--- src/rtl/bscan_pkg.sv ---
package bscan_pkg;

  localparam int unsigned IR_W = 8;

  localparam logic [IR_W-1:0] OP_EXTEST = 8'h00;
  localparam logic [IR_W-1:0] OP_SAMPLE = 8'h01;
  localparam logic [IR_W-1:0] OP_PSA    = 8'h0B;
  localparam logic [IR_W-1:0] OP_PRPG   = 8'h0C;
  localparam logic [IR_W-1:0] OP_BYPASS = 8'hFF;
  localparam logic [IR_W-1:0] IR_CAPTURE = 8'h01;

  typedef enum logic [3:0] {
    ST_TLR, ST_RTI,
    ST_SEL_DR, ST_CAP_DR, ST_SH_DR, ST_EX1_DR, ST_PA_DR, ST_EX2_DR, ST_UPD_DR,
    ST_SEL_IR, ST_CAP_IR, ST_SH_IR, ST_EX1_IR, ST_PA_IR, ST_EX2_IR, ST_UPD_IR
  } tap_state_e;

  typedef enum logic [2:0] {
    M_BYPASS, M_SAMPLE, M_EXTEST, M_PSA, M_PRPG
  } mode_e;

  function automatic tap_state_e tap_next(input tap_state_e s, input logic tms);
    tap_state_e n;
    unique case (s)
      ST_TLR:    n = tms ? ST_TLR    : ST_RTI;
      ST_RTI:    n = tms ? ST_SEL_DR : ST_RTI;
      ST_SEL_DR: n = tms ? ST_SEL_IR : ST_CAP_DR;
      ST_CAP_DR: n = tms ? ST_EX1_DR : ST_SH_DR;
      ST_SH_DR:  n = tms ? ST_EX1_DR : ST_SH_DR;
      ST_EX1_DR: n = tms ? ST_UPD_DR : ST_PA_DR;
      ST_PA_DR:  n = tms ? ST_EX2_DR : ST_PA_DR;
      ST_EX2_DR: n = tms ? ST_UPD_DR : ST_SH_DR;
      ST_UPD_DR: n = tms ? ST_SEL_DR : ST_RTI;
      ST_SEL_IR: n = tms ? ST_TLR    : ST_CAP_IR;
      ST_CAP_IR: n = tms ? ST_EX1_IR : ST_SH_IR;
      ST_SH_IR:  n = tms ? ST_EX1_IR : ST_SH_IR;
      ST_EX1_IR: n = tms ? ST_UPD_IR : ST_PA_IR;
      ST_PA_IR:  n = tms ? ST_EX2_IR : ST_PA_IR;
      ST_EX2_IR: n = tms ? ST_UPD_IR : ST_SH_IR;
      ST_UPD_IR: n = tms ? ST_SEL_DR : ST_RTI;
      default:   n = ST_TLR;
    endcase
    return n;
  endfunction

  function automatic mode_e decode_op(input logic [IR_W-1:0] op);
    mode_e m;
    unique case (op)
      OP_EXTEST: m = M_EXTEST;
      OP_SAMPLE: m = M_SAMPLE;
      OP_PSA:    m = M_PSA;
      OP_PRPG:   m = M_PRPG;
      default:   m = M_BYPASS;
    endcase
    return m;
  endfunction

endpackage

--- src/rtl/tap_fsm.sv ---
module tap_fsm
  import bscan_pkg::*;
(
  input  logic       tck,
  input  logic       por_n,
  input  logic       tms,
  output tap_state_e state
);

  always_ff @(posedge tck or negedge por_n) begin
    if (!por_n) state <= ST_TLR;
    else        state <= tap_next(state, tms);
  end

endmodule

--- src/rtl/instr_reg.sv ---
module instr_reg
  import bscan_pkg::*;
(
  input  logic            tck,
  input  logic            por_n,
  input  tap_state_e      state,
  input  logic            tdi,
  output logic [IR_W-1:0] ir,
  output logic            ir_so
);

  logic [IR_W-1:0] sh;

  always_ff @(posedge tck or negedge por_n) begin
    if (!por_n) begin
      sh <= '1;
      ir <= OP_BYPASS;
    end else begin
      if (state == ST_TLR)         ir <= OP_BYPASS;
      else if (state == ST_UPD_IR) ir <= sh;
      if (state == ST_CAP_IR)      sh <= IR_CAPTURE;
      else if (state == ST_SH_IR)  sh <= {tdi, sh[IR_W-1:1]};
    end
  end

  assign ir_so = sh[0];

endmodule

--- src/rtl/bound_reg.sv ---
module bound_reg #(
  parameter int unsigned PIN_W = 8
) (
  input  logic             tck,
  input  logic             por_n,
  input  logic             cap,
  input  logic             shift,
  input  logic             upd,
  input  logic             tdi,
  input  logic [PIN_W-1:0] pin_in,
  input  logic [PIN_W-1:0] pin_obs,
  output logic             so,
  output logic [PIN_W-1:0] hold_in,
  output logic [PIN_W-1:0] hold_out
);

  localparam int unsigned N = 2 * PIN_W;

  logic [N-1:0] cap_v, chain, ser, hold;

  assign cap_v = {pin_obs, pin_in};
  assign ser   = {tdi, chain[N-1:1]};

  for (genvar k = 0; k < N; k++) begin : g_cell
    logic q, l;
    always_ff @(posedge tck or negedge por_n) begin
      if (!por_n) begin
        q <= 1'b0;
        l <= 1'b0;
      end else begin
        if (cap)        q <= cap_v[k];
        else if (shift) q <= ser[k];
        if (upd)        l <= q;
      end
    end
    assign chain[k] = q;
    assign hold[k]  = l;
  end

  assign so       = chain[0];
  assign hold_in  = hold[PIN_W-1:0];
  assign hold_out = hold[N-1:PIN_W];

endmodule

--- src/rtl/sig_lfsr.sv ---
module sig_lfsr #(
  parameter int unsigned     W    = 8,
  parameter logic [W-1:0]    TAPS = W'(8'hB8)
) (
  input  logic         tck,
  input  logic         por_n,
  input  logic         advance,
  input  logic         fold_in,
  input  logic [W-1:0] pin_in,
  input  logic         cap,
  input  logic         shift,
  input  logic         upd,
  input  logic         tdi,
  output logic [W-1:0] sig,
  output logic         so
);

  function automatic logic [W-1:0] step(input logic [W-1:0] s);
    return {s[W-2:0], ^(s & TAPS)};
  endfunction

  logic [W-1:0] sh, sig_nx;

  assign sig_nx = step(sig) ^ (fold_in ? pin_in : '0);

  always_ff @(posedge tck or negedge por_n) begin
    if (!por_n) begin
      sig <= '0;
      sh  <= '0;
    end else begin
      if (upd)          sig <= sh;
      else if (advance) sig <= sig_nx;
      if (cap)          sh  <= sig;
      else if (shift)   sh  <= {tdi, sh[W-1:1]};
    end
  end

  assign so = sh[0];

endmodule

--- src/rtl/bscan_wrap.sv ---
module bscan_wrap
  import bscan_pkg::*;
#(
  parameter int unsigned         PIN_W     = 8,
  parameter logic [PIN_W-1:0]    LFSR_TAPS = PIN_W'(8'hB8)
) (
  input  logic             tck,
  input  logic             por_n,
  input  logic             tms,
  input  logic             tdi,
  output logic             tdo,
  output logic             tdo_en,
  input  logic [PIN_W-1:0] pin_in,
  input  logic [PIN_W-1:0] func_out,
  output logic [PIN_W-1:0] core_in,
  output logic [PIN_W-1:0] pin_out
);

  tap_state_e      state;
  logic [IR_W-1:0] ir;
  logic            ir_so;
  mode_e           mode;

  tap_fsm u_fsm (.tck(tck), .por_n(por_n), .tms(tms), .state(state));

  instr_reg u_ir (
    .tck(tck), .por_n(por_n), .state(state), .tdi(tdi), .ir(ir), .ir_so(ir_so)
  );

  assign mode = decode_op(ir);

  logic dr_cap, dr_sh, dr_upd, in_shift;
  logic sel_bnd, sel_sig, sel_byp, test_mode, sig_adv;

  assign dr_cap    = (state == ST_CAP_DR);
  assign dr_sh     = (state == ST_SH_DR);
  assign dr_upd    = (state == ST_UPD_DR);
  assign in_shift  = (state == ST_SH_DR) || (state == ST_SH_IR);
  assign sel_bnd   = (mode == M_SAMPLE) || (mode == M_EXTEST);
  assign sel_sig   = (mode == M_PSA) || (mode == M_PRPG);
  assign sel_byp   = !sel_bnd && !sel_sig;
  assign test_mode = (mode == M_EXTEST) || sel_sig;
  assign sig_adv   = (state == ST_RTI) && sel_sig;

  logic             bnd_so;
  logic [PIN_W-1:0] hold_in, hold_out;

  bound_reg #(.PIN_W(PIN_W)) u_bnd (
    .tck(tck), .por_n(por_n),
    .cap(dr_cap && sel_bnd), .shift(dr_sh && sel_bnd), .upd(dr_upd && sel_bnd),
    .tdi(tdi), .pin_in(pin_in), .pin_obs(pin_out),
    .so(bnd_so), .hold_in(hold_in), .hold_out(hold_out)
  );

  logic             sig_so;
  logic [PIN_W-1:0] sig;

  sig_lfsr #(.W(PIN_W), .TAPS(LFSR_TAPS)) u_sig (
    .tck(tck), .por_n(por_n), .advance(sig_adv), .fold_in(mode == M_PSA),
    .pin_in(pin_in),
    .cap(dr_cap && sel_sig), .shift(dr_sh && sel_sig), .upd(dr_upd && sel_sig),
    .tdi(tdi), .sig(sig), .so(sig_so)
  );

  logic byp;

  always_ff @(posedge tck or negedge por_n) begin
    if (!por_n)                 byp <= 1'b0;
    else if (dr_cap && sel_byp) byp <= 1'b0;
    else if (dr_sh && sel_byp)  byp <= tdi;
  end

  logic dr_bit;

  always_comb begin
    if (sel_bnd)      dr_bit = bnd_so;
    else if (sel_sig) dr_bit = sig_so;
    else              dr_bit = byp;
  end

  always_ff @(negedge tck or negedge por_n) begin
    if (!por_n) begin
      tdo    <= 1'b0;
      tdo_en <= 1'b0;
    end else begin
      tdo_en <= in_shift;
      tdo    <= (state == ST_SH_IR) ? ir_so : dr_bit;
    end
  end

  always_comb begin
    if (mode == M_PRPG) pin_out = sig;
    else if (test_mode) pin_out = hold_out;
    else                pin_out = func_out;
    core_in = test_mode ? hold_in : pin_in;
  end

endmodule

--- config.mk ---
export PLATFORM = sky130hd
export DESIGN_NAME = bscan_wrap
export DESIGN_NICKNAME = d
export VERILOG_FILES = /design/src/rtl/bscan_pkg.sv /design/src/rtl/tap_fsm.sv /design/src/rtl/instr_reg.sv /design/src/rtl/bound_reg.sv /design/src/rtl/sig_lfsr.sv /design/src/rtl/bscan_wrap.sv
export SDC_FILE = /design/constraint.sdc
export NUM_CORES = 1
export LEC_CHECK = 0
export BUFFER_PORTS_ARGS = -buffer_cell sky130_fd_sc_hd__buf_4
export CAP_MARGIN = 15
export CORE_MARGIN = 3
export CORE_UTILIZATION = 64
export CTS_CLUSTER_DIAMETER = 150
export DETAILED_ROUTE_END_ITERATION = 6
export PLACE_DENSITY = 0.85
export SYNTH_ARGS = -nofsm -noshare
export SYNTH_HDL_FRONTEND = slang
export SYNTH_HIERARCHICAL = 1
export SYNTH_SLANG_ARGS = --single-unit
--- constraint.sdc ---
create_clock -name tck -period 4.7 [get_ports tck]
set_input_delay 0.47 -clock tck [delete_from_list [all_inputs] [get_ports tck]]
set_output_delay 0.47 -clock tck [all_outputs]
set_load 0.03 [all_outputs]
==> results of run 1 <==
==> final cells by class <==
type | count | area, um2 | area share [%]
clock buffer | 11 | 131 | 3.07
clock inverter | 5 | 25.0 | 0.585
inverter | 3 | 11.3 | 0.263
multi-input combinational | 271 | 1900 | 44.3
sequential | 71 | 1800 | 42.0
tap | 75 | 93.8 | 2.19
timing repair buffer | 43 | 325 | 7.60
==> cell usage in the layout, fill, tap and decap left out, drive strengths merged, types with 5 or more instances in the layout <==
| master | count |
|---|---|
| xnor2 | 9 |
| a221o | 8 |
| and2 | 8 |
| mux2i | 32 |
| nor3 | 6 |
| dfrtp | 53 |
| o21ai | 50 |
| a21oi | 5 |
| dfstp | 16 |
| clkinv | 5 |
| clkbuf | 11 |
| buf | 42 |
| nand2 | 59 |
| a22oi | 8 |
| mux2 | 26 |
| nor2 | 18 |
==> metrics by stage <==
stage | instances | power [uW] | util [%] | setup slack [ps]
2_1_floorplan | 381 | 1330 | - | 744
3_3_place_gp | 462 | 1420 | 69.1 | 611
3_5_place_dp | 462 | 1460 | 69.1 | 536
4_1_cts | 479 | 1870 | 71.8 | 503
5_1_grt | 479 | 1980 | 71.8 | 346
6_report | 479 | 1870 | 71.8 | 486
==> logic make-up after synthesis <==
family / Yosys count
DFF: 71
AOI/OAI and AO/OA: 83
muxes: 58
xor gates and xnor gates: 11
and+or+nand+nor: 119
buffers and inverters: 39
==> path summary, 6_finish.rpt <==
kind / endpoint / slack, ps / from / cells past startpoint
min in group asynchronous: u_fsm/state[0] / 490 / por_n / 2
worst max register to register: tdo / 490 / u_ir/ir[2] / 4
worst min-delay path: u_fsm/state[0] / 360 / tms / 2
max in group asynchronous: tdo / 1790 / por_n / 2
worst max-delay path: tdo / 490 / u_ir/ir[2] / 4
worst min register to register: u_ir/sh[5] / 480 / u_ir/sh[5] / 2
==> sequential cells by signal (all words and copies together) (netlist names), 4 cells and up <==
register and flops:
u_bnd/g_cell.l 16, u_ir/ir 8, u_ir/sh 8, u_fsm/state 4, u_sig/sig 8, u_bnd/g_cell.q 15, u_sig/sh 8
==> per-layer routing <==
metal	vias up	track usage, %
met3	17	4.85
met4	0	9.64
met1	1439	35.2
li1	1364	-
met5	-	0
met2	99	35.7
==> where the power goes <==
part | switching (uW) | leakage, uW | total (uW) | internal (uW)
clock | 218 | 0.0000866 | 405 | 187
sequential | 185 | 0.000809 | 965 | 780
combinational | 270 | 0.000828 | 503 | 233
total | 673 | 0.00172 | 1870 | 1200
==> worst max-delay path: cells and delay by family, from the launching register on <==
kind	cells	cell delay (ps)
muxes	1	250
and+or+nand+nor	1	200
AOI/OAI and AO/OA	2	650
DFF	1	590
==> Yosys cell counts (3+ instances only) <==
cell type and n:
a21oi_1 5, a221o_1 8, a22oi_1 8, and2_2 8, buf_2 4, buf_4 19
buf_6 4, clkbuf_1 6, dfrtp_1 53, dfstp_2 16, inv_1 3, mux2_2 16
mux2_4 10, mux2i_1 32, nand2_1 58, nand2b_1 3, nand3_1 4, nand3b_1 3
nor2_1 18, nor3_1 3, o21ai_0 16, o21ai_1 34, xnor2_1 9
==> what timing repair did <==
action	4_1_cts	5_1_grt
setup buffers	0	0
endpoints found under the hold margin	4	0
hold buffers	1	0
==> metrics.md, run 1 <==
| Metric | Value |
|---|---|
| Starting DRT DRC Count | 276 |
| Root Buffer | clkbuf_8 |
| Status | completed |
| Setup TNS | 0 ps |
| Post-DR vias/cell | 6.09 |
| Global Route Usage Sum | around a quarter |
| Core area | 0.00596 mm2 |
| CTS tree | yes |
| Die Area | 0.00719 mm2 |
| Peak supply drop | about 0.45 mV |
| Die W | 84.8 um |
| FP Rows | 28 |
| #FFs+latches synth | 71 |
| Post-synth EDFFs | 0 |
| WL met3 | 471 um |
| CP arrival | 2020 ps |
| Synth Area in Adders | 0% |
| Drt pass-1 iters | 5 |
| Drt total wl | 8520 um |
| PostCTS Resize Cnt | 0 |
| Crit-path slowest cell | dfstp_2 |
| Worst Hold Class | input pin to register |
| Netlist cell types | 57 |
| Post-Route M1 WL | roughly 3900 um |
| Largest net degree at the start of global routing | 64 |
| CP max FO | 8 |
| Setup Skew | 18.1 ps |
| Setup Viol. Count Final | 0 |
| Fin area | approximately 0.0043 mm2 |
| Dpl hpwl | 5790 um |
| Via Count | 2919 |
| Die span in y | 84.8 um |
| Final #Nets | between 400 and 500 |
| Slew Limit Fails | 0 |
| Skew-Pair Late Insertion Delay | 340 ps |
| Synth warn | 6 |
| Post-Syn Area | just under 0.004 mm2 |
| Complex-gate fraction of the synthesized area | roughly 13% |
| Cell Pwr Density | 438 mW/mm2 |
| # fillers | 438 |
| H-Tree Depth | 3 |
| Clk sinks | 71 |
| GP Congestion | 0.814 |
| Post-synthesis mux area share | 16.4% |
| Initial antenna violation count | 0 |
| PortBufs | 37 |
| Sequential area share after synthesis | 45.2% |
| Top cells by area, synth | dfrtp_1, dfstp_2, mux2i_1 |
| Synth top area share | 33.4% |
| Hold WS | 363 ps |
| # IOs | 38 |
| Vias in the first global route | between 2k and 3k |
| Starting Density | around two thirds |
| Crit-path max cell delay | slightly below 600 ps |
| Routed wire per std cell | 17.8 um |
| DRC | 0 |
| Post-synth top flop | dfrtp_1 |
| Ys async rst share | 100% |
| RSZ-0062 raised after global routing | no |
| Reg clk slew, reported paths | 70 ps |
| First-pass GRT wire length | roughly 14000 um |
| Simple-gate share of the synthesized area | 15.4% |
| Routed wl met2 | 4010 um |
| CTS Buffer Depth | 2 |
| CTS buffer count | 9 |
| Post-route ant nets | 0 |
| Antenna Cells | 0 |
| Leading area contributor after synthesis | dfrtp_1 |
| Critical path capture point type | register |
| Synthesized Nets | 401 |
| Grt ovf | 0 |
| Req. time, crit path | approximately 2500 ps |
| Cells along the critical path | and3b_1 > o211ai_1 > mux2i_1 > a31oi_1 |
| Area Growth Syn to Fin | 7.61% |
| Placed Area | 0.00411 mm2 |
| Slew @ Worst Pin | between 1000 and 1500 ps |
| Max Used Layer | met4 |
| Layout cells sized above 1 | 29.5% |
| Max-Cap Viols | 0 |
| Synth Instances | 381 |
| Final Hold Fails | 0 |
| Largest family of logic cells by synthesized area | multiplexers |
| Mean Syn Cell Area | between 10 and 15 um2 |
| Post-Synth XOR/XNOR Area | around 2.8% |
| Max_slew headroom | 22.0% |
| Leak | 0.00172 uW |
| Crit Path Class | register to register |
| Crit start category | register |
Note: power is estimated with default switching activity, not from simulation.
==> inputs of run 2 (changes only) <==
--- a/config.mk
+++ b/config.mk
@@ -6,7 +6,6 @@
 export NUM_CORES = 1
 export LEC_CHECK = 0
 export BUFFER_PORTS_ARGS = -buffer_cell sky130_fd_sc_hd__buf_4
-export CAP_MARGIN = 15
 export CORE_MARGIN = 3
 export CORE_UTILIZATION = 64
 export CTS_CLUSTER_DIAMETER = 150
==> constraint.sdc (replaced) <==
create_clock -name tck -period 4.7 [get_ports tck]
set_input_delay 0.47 -clock tck [delete_from_list [all_inputs] [get_ports tck]]
set_output_delay 0.47 -clock tck [all_outputs]
set_load 0.02 [all_outputs]
==> run 2 against run 1 <==
- count of clock-buffer cells in the layout rose by 1
- sequential cell count unchanged
- combinational power is 2% higher
- hold slack is essentially flat
- clock skew decreased by 4.5 ps
- first-iteration DRC count is 20% lower
- sequential share of layout area shrank 0.40 points
- global-route usage is 1.1 points higher
- sequential power down 2.9%
==> metrics.md, run 2 (same netlist as run 1, synthesis figures left out) <==
| Metric | Value |
|---|---|
| Status | completed |
| Commonest non-fill, non-tap cell in the layout | nand2_1 |
| Clock power frac | 24.5% (+2.9 points) |
| Starting Density | 66.8% (unchanged) |
| Max-Cap Viols | 0 (unchanged) |
| Vias in the first global route | 2845 (+3.8%) |
| Die W | 84.8 um (unchanged) |
| Layout cells sized above 1 | 29.6% (+0.17 points) |
| Root Buffer | clkbuf_8 |
| Grt ovf | 0 (unchanged) |
| FP Rows | 28 (unchanged) |
| Slew Limit Fails | 0 (unchanged) |
| Initial antenna violation count | 0 (unchanged) |
| Worst Hold Class | input pin to register |
| Sw Share | 33.5% (-2.4 points) |
| Biggest register | u_bnd/g_cell.l |
| H-Tree Depth | 3 (unchanged) |
| Area Growth Syn to Fin | 8.65% |
| Die span in y | 84.8 um (unchanged) |
| Min setup slack post-route | 527 ps (+40.8 ps) |
| Skew-Pair Late Insertion Delay | 340 ps (about the same) |
| CTS tree | yes |
| Dpl cells | 463 (+0.22%) |
| Drt total wl | 8460 um (-0.77%) |
| CP max FO | 8 (unchanged) |
| Dpl hpwl | 5770 um (-0.39%) |
| Req. time, crit path | 2510 ps (about the same) |
| # IOs | 38 (unchanged) |
| # fillers | 421 (-3.9%) |
| Peak supply drop | 0.358 mV (-21%) |
| Place WS | 557 ps (+20.6 ps) |
| Comb power frac | 26.6% (-0.2 points) |
| Max_slew headroom | 21.3% (-0.70 points) |
| CP startpoint | u_ir/ir[2] |
| Final #Nets | 420 (+0.24%) |
| Die Area | 0.00719 mm2 (unchanged) |
| Commonest non-fill, non-tap cells in the layout | nand2_1, dfrtp_1, buf_4 |
| Core area | 0.00596 mm2 (unchanged) |
| HP Start | pin_in[5] |
| Int Power | 1280 uW (+6.3%) |
| Clk sinks | 71 (unchanged) |
| Global Route Usage Sum | 25.2% (+1.1 points) |
| CTS Buffer Depth | 2 (unchanged) |
| Via Count | 2869 (-1.7%) |
| GP Congestion | 0.833 (+2.4%) |
| Layout Utilization | 72.5% (+0.69 points) |
| Biggest regs | u_bnd/g_cell.l (16), u_bnd/g_cell.q (15) |
| Drt pass-1 iters | 4 (-1) |
| CP arrival | 1980 ps (-40 ps) |
| Setup Viol. Count Final | 0 (unchanged) |
| RSZ-0062 raised after global routing | no |
| Final cell count without fillers | 480 (+0.21%) |
| Reg-to-Reg Start | u_ir/ir[2] |
| Largest register FFs | 16 (unchanged) |
| Cell Pwr Density | 444 mW/mm2 (+1.5%) |
| Crit start category | register |
| DRC | 0 (unchanged) |
| Starting DRT DRC Count | 221 (-20%) |
| Setup TNS | 0 ps (unchanged) |
| Setup Skew | 13.6 ps (-4.50 ps) |
| Antenna Cells | 0 (unchanged) |
| Largest net degree at the start of global routing | 64 (unchanged) |
| Final Hold Fails | 0 (unchanged) |
| PortBufs | 37 (unchanged) |
| Post-DR vias/cell | 5.98 (-1.9%) |
| Critical path capture point type | register |
| Routed wire per std cell | 17.6 um (-0.98%) |
| Reg clk slew, reported paths | 70 ps (about the same) |
| Leak | 0.00174 uW (+1.1%) |
| Post-route ant nets | 0 (unchanged) |
| Slew @ Worst Pin | 1180 ps (+10.5 ps) |
| Crit Path Class | register to register |
| Net Sw Power | 643 uW (-4.3%) |
| Share of power burned in registers | 48.8% (-2.7 points) |
| First-pass GRT wire length | 14400 um (+5.0%) |
| CTS buffer count | 9 (unchanged) |
==> run 2: cell count changes in the layout (fill, tap and decap cells not counted), sizes merged <==
cell	previous run	this run
bufinv	0	1
clkinv	5	3
buf	42	43
clkbuf	11	12
==> run 2: final cells by class <==
type	count	area, um2	share of cell area (%)
inverter	3	11.3	0.261
timing repair buffer	44	333	7.70
clock buffer	12	145	3.36
multi-input combinational	271	1900	43.9
sequential	71	1800	41.6
clock inverter	4	45.0	1.04
tap	75	93.8	2.17
==> run 2: layer usage <==
layer  vias to the layer above  wire length (um)  track usage, %
li1                       1370                 -               -
met3                        12               499            5.34
met1                      1402              3870            36.0
met4                         0               105            9.21
met2                        85              3980            38.4
met5                         -                 0               0
==> run 2: repair_timing <==
action                    in CTS  in global routing
hold endpoints to repair       4                  0
hold buffers                   1                  0
gates resized for setup        0                  0
setup buffers                  0                  0
==> run 2: final timing paths <==
check	slack, ps	cells past startpoint	to
max in group asynchronous	1780	2	tdo
min	360	3	u_bnd/g_cell[5].q
min reg2reg	480	2	u_ir/sh[5]
max reg2reg	530	4	tdo
min in group asynchronous	500	2	u_fsm/state[3]
max	530	4	tdo
==> run 2: through the flow <==
stage               hold WS (ps)  cell area (um2)  power [uW]
floorplan                    174             3980        1320
global placement             304             4120        1410
detailed placement           304             4120        1450
CTS                          351             4320        1920
global route                 366             4320        2050
finish                       363             4320        1920
==> run 2: power groups by stage <==
stage	clock network, uW	registers [uW]	logic (uW)
after global routing	513	963	573
after detailed placement	0	943	503
after floorplan	0	920	399
after CTS	479	934	511
after global placement	0	929	483
final	471	937	511
==> run 2: worst max-delay path, cell delays in order (launching register included) <==
cell,delay [ps]
dfstp_2,600
and3b_1,190
o211ai_1,510
mux2i_1,250
a31oi_1,90
==> inputs of run 3 (changes only) <==
--- a/config.mk
+++ b/config.mk
@@ -6,11 +6,13 @@
 export NUM_CORES = 1
 export LEC_CHECK = 0
 export BUFFER_PORTS_ARGS = -buffer_cell sky130_fd_sc_hd__buf_4
+export CELL_PAD_IN_SITES_DETAIL_PLACEMENT = 1
+export CELL_PAD_IN_SITES_GLOBAL_PLACEMENT = 2
 export CORE_MARGIN = 3
-export CORE_UTILIZATION = 64
+export CORE_UTILIZATION = 42
 export CTS_CLUSTER_DIAMETER = 150
 export DETAILED_ROUTE_END_ITERATION = 6
-export PLACE_DENSITY = 0.85
+export PLACE_DENSITY_LB_ADDON = 0.1
 export SYNTH_ARGS = -nofsm -noshare
 export SYNTH_HDL_FRONTEND = slang
 export SYNTH_HIERARCHICAL = 1
==> run 3 against run 2 <==
- register-to-register slack got worse by 120 ps
- clock skew increased by 9.3 ps
- final area increased by 2.1%
- non-clock buffer count increased by 3
- largest power group unchanged
==> metrics.md, run 3 (same netlist as run 1, synthesis figures left out) <==
| Metric | Value |
|---|---|
| Die W | 103 um (+22%) |
| CTS buffer count | 9 (unchanged) |
| Post-route ant nets | 0 (unchanged) |
| # fillers | 1011 (+140%) |
| Sw Share | 35.3% (+1.7 points) |
| Slew @ Worst Pin | 1100 ps (-78.8 ps) |
| Req. time, crit path | 2510 ps (about the same) |
| Postcts setup bufs | 0 (unchanged) |
| PostCTS Resize Cnt | 0 (unchanged) |
| FP Rows | 34 (+21%) |
| CP arrival | 2110 ps (+130 ps) |
| Share of power burned in registers | 47.6% (-1.2 points) |
| Commonest non-fill, non-tap cell in the layout | nand2_1 |
| Reg clk slew, reported paths | 80 ps (about the same) |
| PortBufs | 37 (unchanged) |
| Net Sw Power | 685 uW (+6.5%) |
| Largest register FFs | 16 (unchanged) |
| Die Area | 0.0107 mm2 (+48%) |
| Peak supply drop | 0.169 mV (-53%) |
| Setup Viol. Count Final | 0 (unchanged) |
| CTS tree | yes |
| Via Count | 2852 (-0.59%) |
| RSZ-0062 raised after global routing | no |
| Dpl hpwl | 6560 um (+14%) |
| CTS Buffer Depth | 2 (unchanged) |
| Cell Pwr Density | 440 mW/mm2 (-0.84%) |
| Clock power frac | 24.6% (about the same) |
| Clk sinks | 71 (unchanged) |
| Final Hold Fails | 0 (unchanged) |
| Routed wire per std cell | 18.2 um (+3.4%) |
| Antenna Cells | 0 (unchanged) |
| Biggest regs | u_bnd/g_cell.l (16), u_bnd/g_cell.q (15) |
| Global Route Usage Sum | 19.5% (-5.8 points) |
| Largest net degree at the start of global routing | 65 (+1.6%) |
| Final #Nets | 423 (+0.71%) |
| Starting Density | 44.3% (-22 points) |
| Placed Area | 0.00421 mm2 (+2.2%) |
| Slew Limit Fails | 0 (unchanged) |
| Final cell count without fillers | 534 (+11%) |
| Vias in the first global route | 2995 (+5.3%) |
| Crit start category | register |
| Critical path capture point type | register |
| Area Growth Syn to Fin | 11.0% |
| Max-Cap Viols | 0 (unchanged) |
| Int Power | 1260 uW (-1.4%) |
| Grt ovf | 0 (unchanged) |
| Root Buffer | clkbuf_8 |
| Crit Path Class | register to register |
| Post-DR vias/cell | 5.34 (-11%) |
| Status | completed |
| Leak | 0.00175 uW (+0.48%) |
| First-pass GRT wire length | 15900 um (+10%) |
| # IOs | 38 (unchanged) |
| CP max FO | 8 (unchanged) |
| DRC | 0 (unchanged) |
| Setup TNS | 0 ps (unchanged) |
| Comb power frac | 27.8% (+1.2 points) |
| Layout cells sized above 1 | 30.6% (+1.0 points) |
| Worst Hold Class | input pin to register |
| Max_slew headroom | 26.3% (+5.1 points) |
| Starting DRT DRC Count | 94 (-57%) |
| Core area | 0.00898 mm2 (+51%) |
| Die span in y | 103 um (+22%) |
| Drt total wl | 9730 um (+15%) |
| Skew-Pair Late Insertion Delay | 350 ps (about the same) |
| H-Tree Depth | 3 (unchanged) |
| Fin area | 0.00441 mm2 (+2.1%) |
| Commonest non-fill, non-tap cells in the layout | nand2_1, dfrtp_1, buf_4 |
| Biggest register | u_bnd/g_cell.l |
| Place WS | 486 ps (-70.3 ps) |
| Drt pass-1 iters | 6 (+2) |
| Min setup slack post-route | 402 ps (-124 ps) |
| Setup Skew | 22.8 ps (+9.25 ps) |
| Dpl cells | 517 (+12%) |
| Initial antenna violation count | 0 (unchanged) |
| GP Congestion | 0.718 (-14%) |
[run 3: cell count changes in the layout (fill, tap and decap cells not counted)]
| cell | delta |
|---|---|
| buf_4 | +3 |
| clkinv_2 | -3 |
| clkbuf_1 | -2 |
| clkbuf_8 | +2 |
| clkinvlp_4 | +2 |
| bufinv_16 | -1 |
| clkinv_1 | +1 |
| inv_6 | +1 |
| nor2_1 | -1 |
| nor2_2 | +1 |
[run 3: what timing repair did]
item / in CTS / in global routing
hold buffers: 1 / 0
endpoints found under the hold margin: 4 / 0
setup endpoints to repair: 0 / 0
[run 3: routing by layer]
metal / vias up / global-route usage, % / part of all wire [%]
li1: 1373 / - / -
met1: 1420 / 28.3 / 51
met2: 51 / 29.6 / 45
met3: 8 / 3.76 / 3.3
met4: 0 / 5.48 / 1.1
met5: - / 0 / 0
[run 3: worst paths after layout]
path / start / end / slack [ps] / cells after the start
setup / recovery: u_ir/ir[2] / tdo / 400 / 4
hold / removal: pin_in[1] / u_bnd/g_cell[1].q / 340 / 3
setup reg to reg: u_ir/ir[2] / tdo / 400 / 4
hold reg to reg: u_ir/sh[5] / u_ir/sh[5] / 480 / 2
max in group asynchronous: por_n / tdo_en / 1790 / 2
min in group asynchronous: por_n / u_fsm/state[0] / 480 / 2
[run 3: worst max-delay path, stage by stage (launching register included)]
cell,delay [ps]
dfstp_2,620
and3b_1,200
o211ai_1,550
mux2i_1,290
a31oi_1,110
[run 3: layout make-up]
cell class              count  area (um2)  share of cell area [%]
inverters                   3        11.3                   0.255
flip-flops and latches     71        1800                    40.7
well taps                 126         158                    3.57
clock inverters             4        27.5                   0.624
repair buffers             47         355                    8.05
multi-input cells         271        1900                    43.0
clock buffers              12         165                    3.74
[run 3: metrics by stage]
stage                     power, uW  util [%]  hold WS (ps)
after floorplan                1320         -           174
after global placement         1450      46.9           304
after detailed placement       1480      46.9           305
after CTS                      1960      49.1           329
after global routing           2070      49.1           358
final                          1940      49.1           345
[run 3: power groups by stage]
stage | Sequential [uW] | Clock [uW] | Combinational (uW)
2_1_floorplan | 920 | 0 | 399
3_3_place_gp | 923 | 0 | 523
3_5_place_dp | 934 | 0 | 541
5_1_grt | 950 | 521 | 598
4_1_cts | 924 | 493 | 543
6_report | 925 | 478 | 540
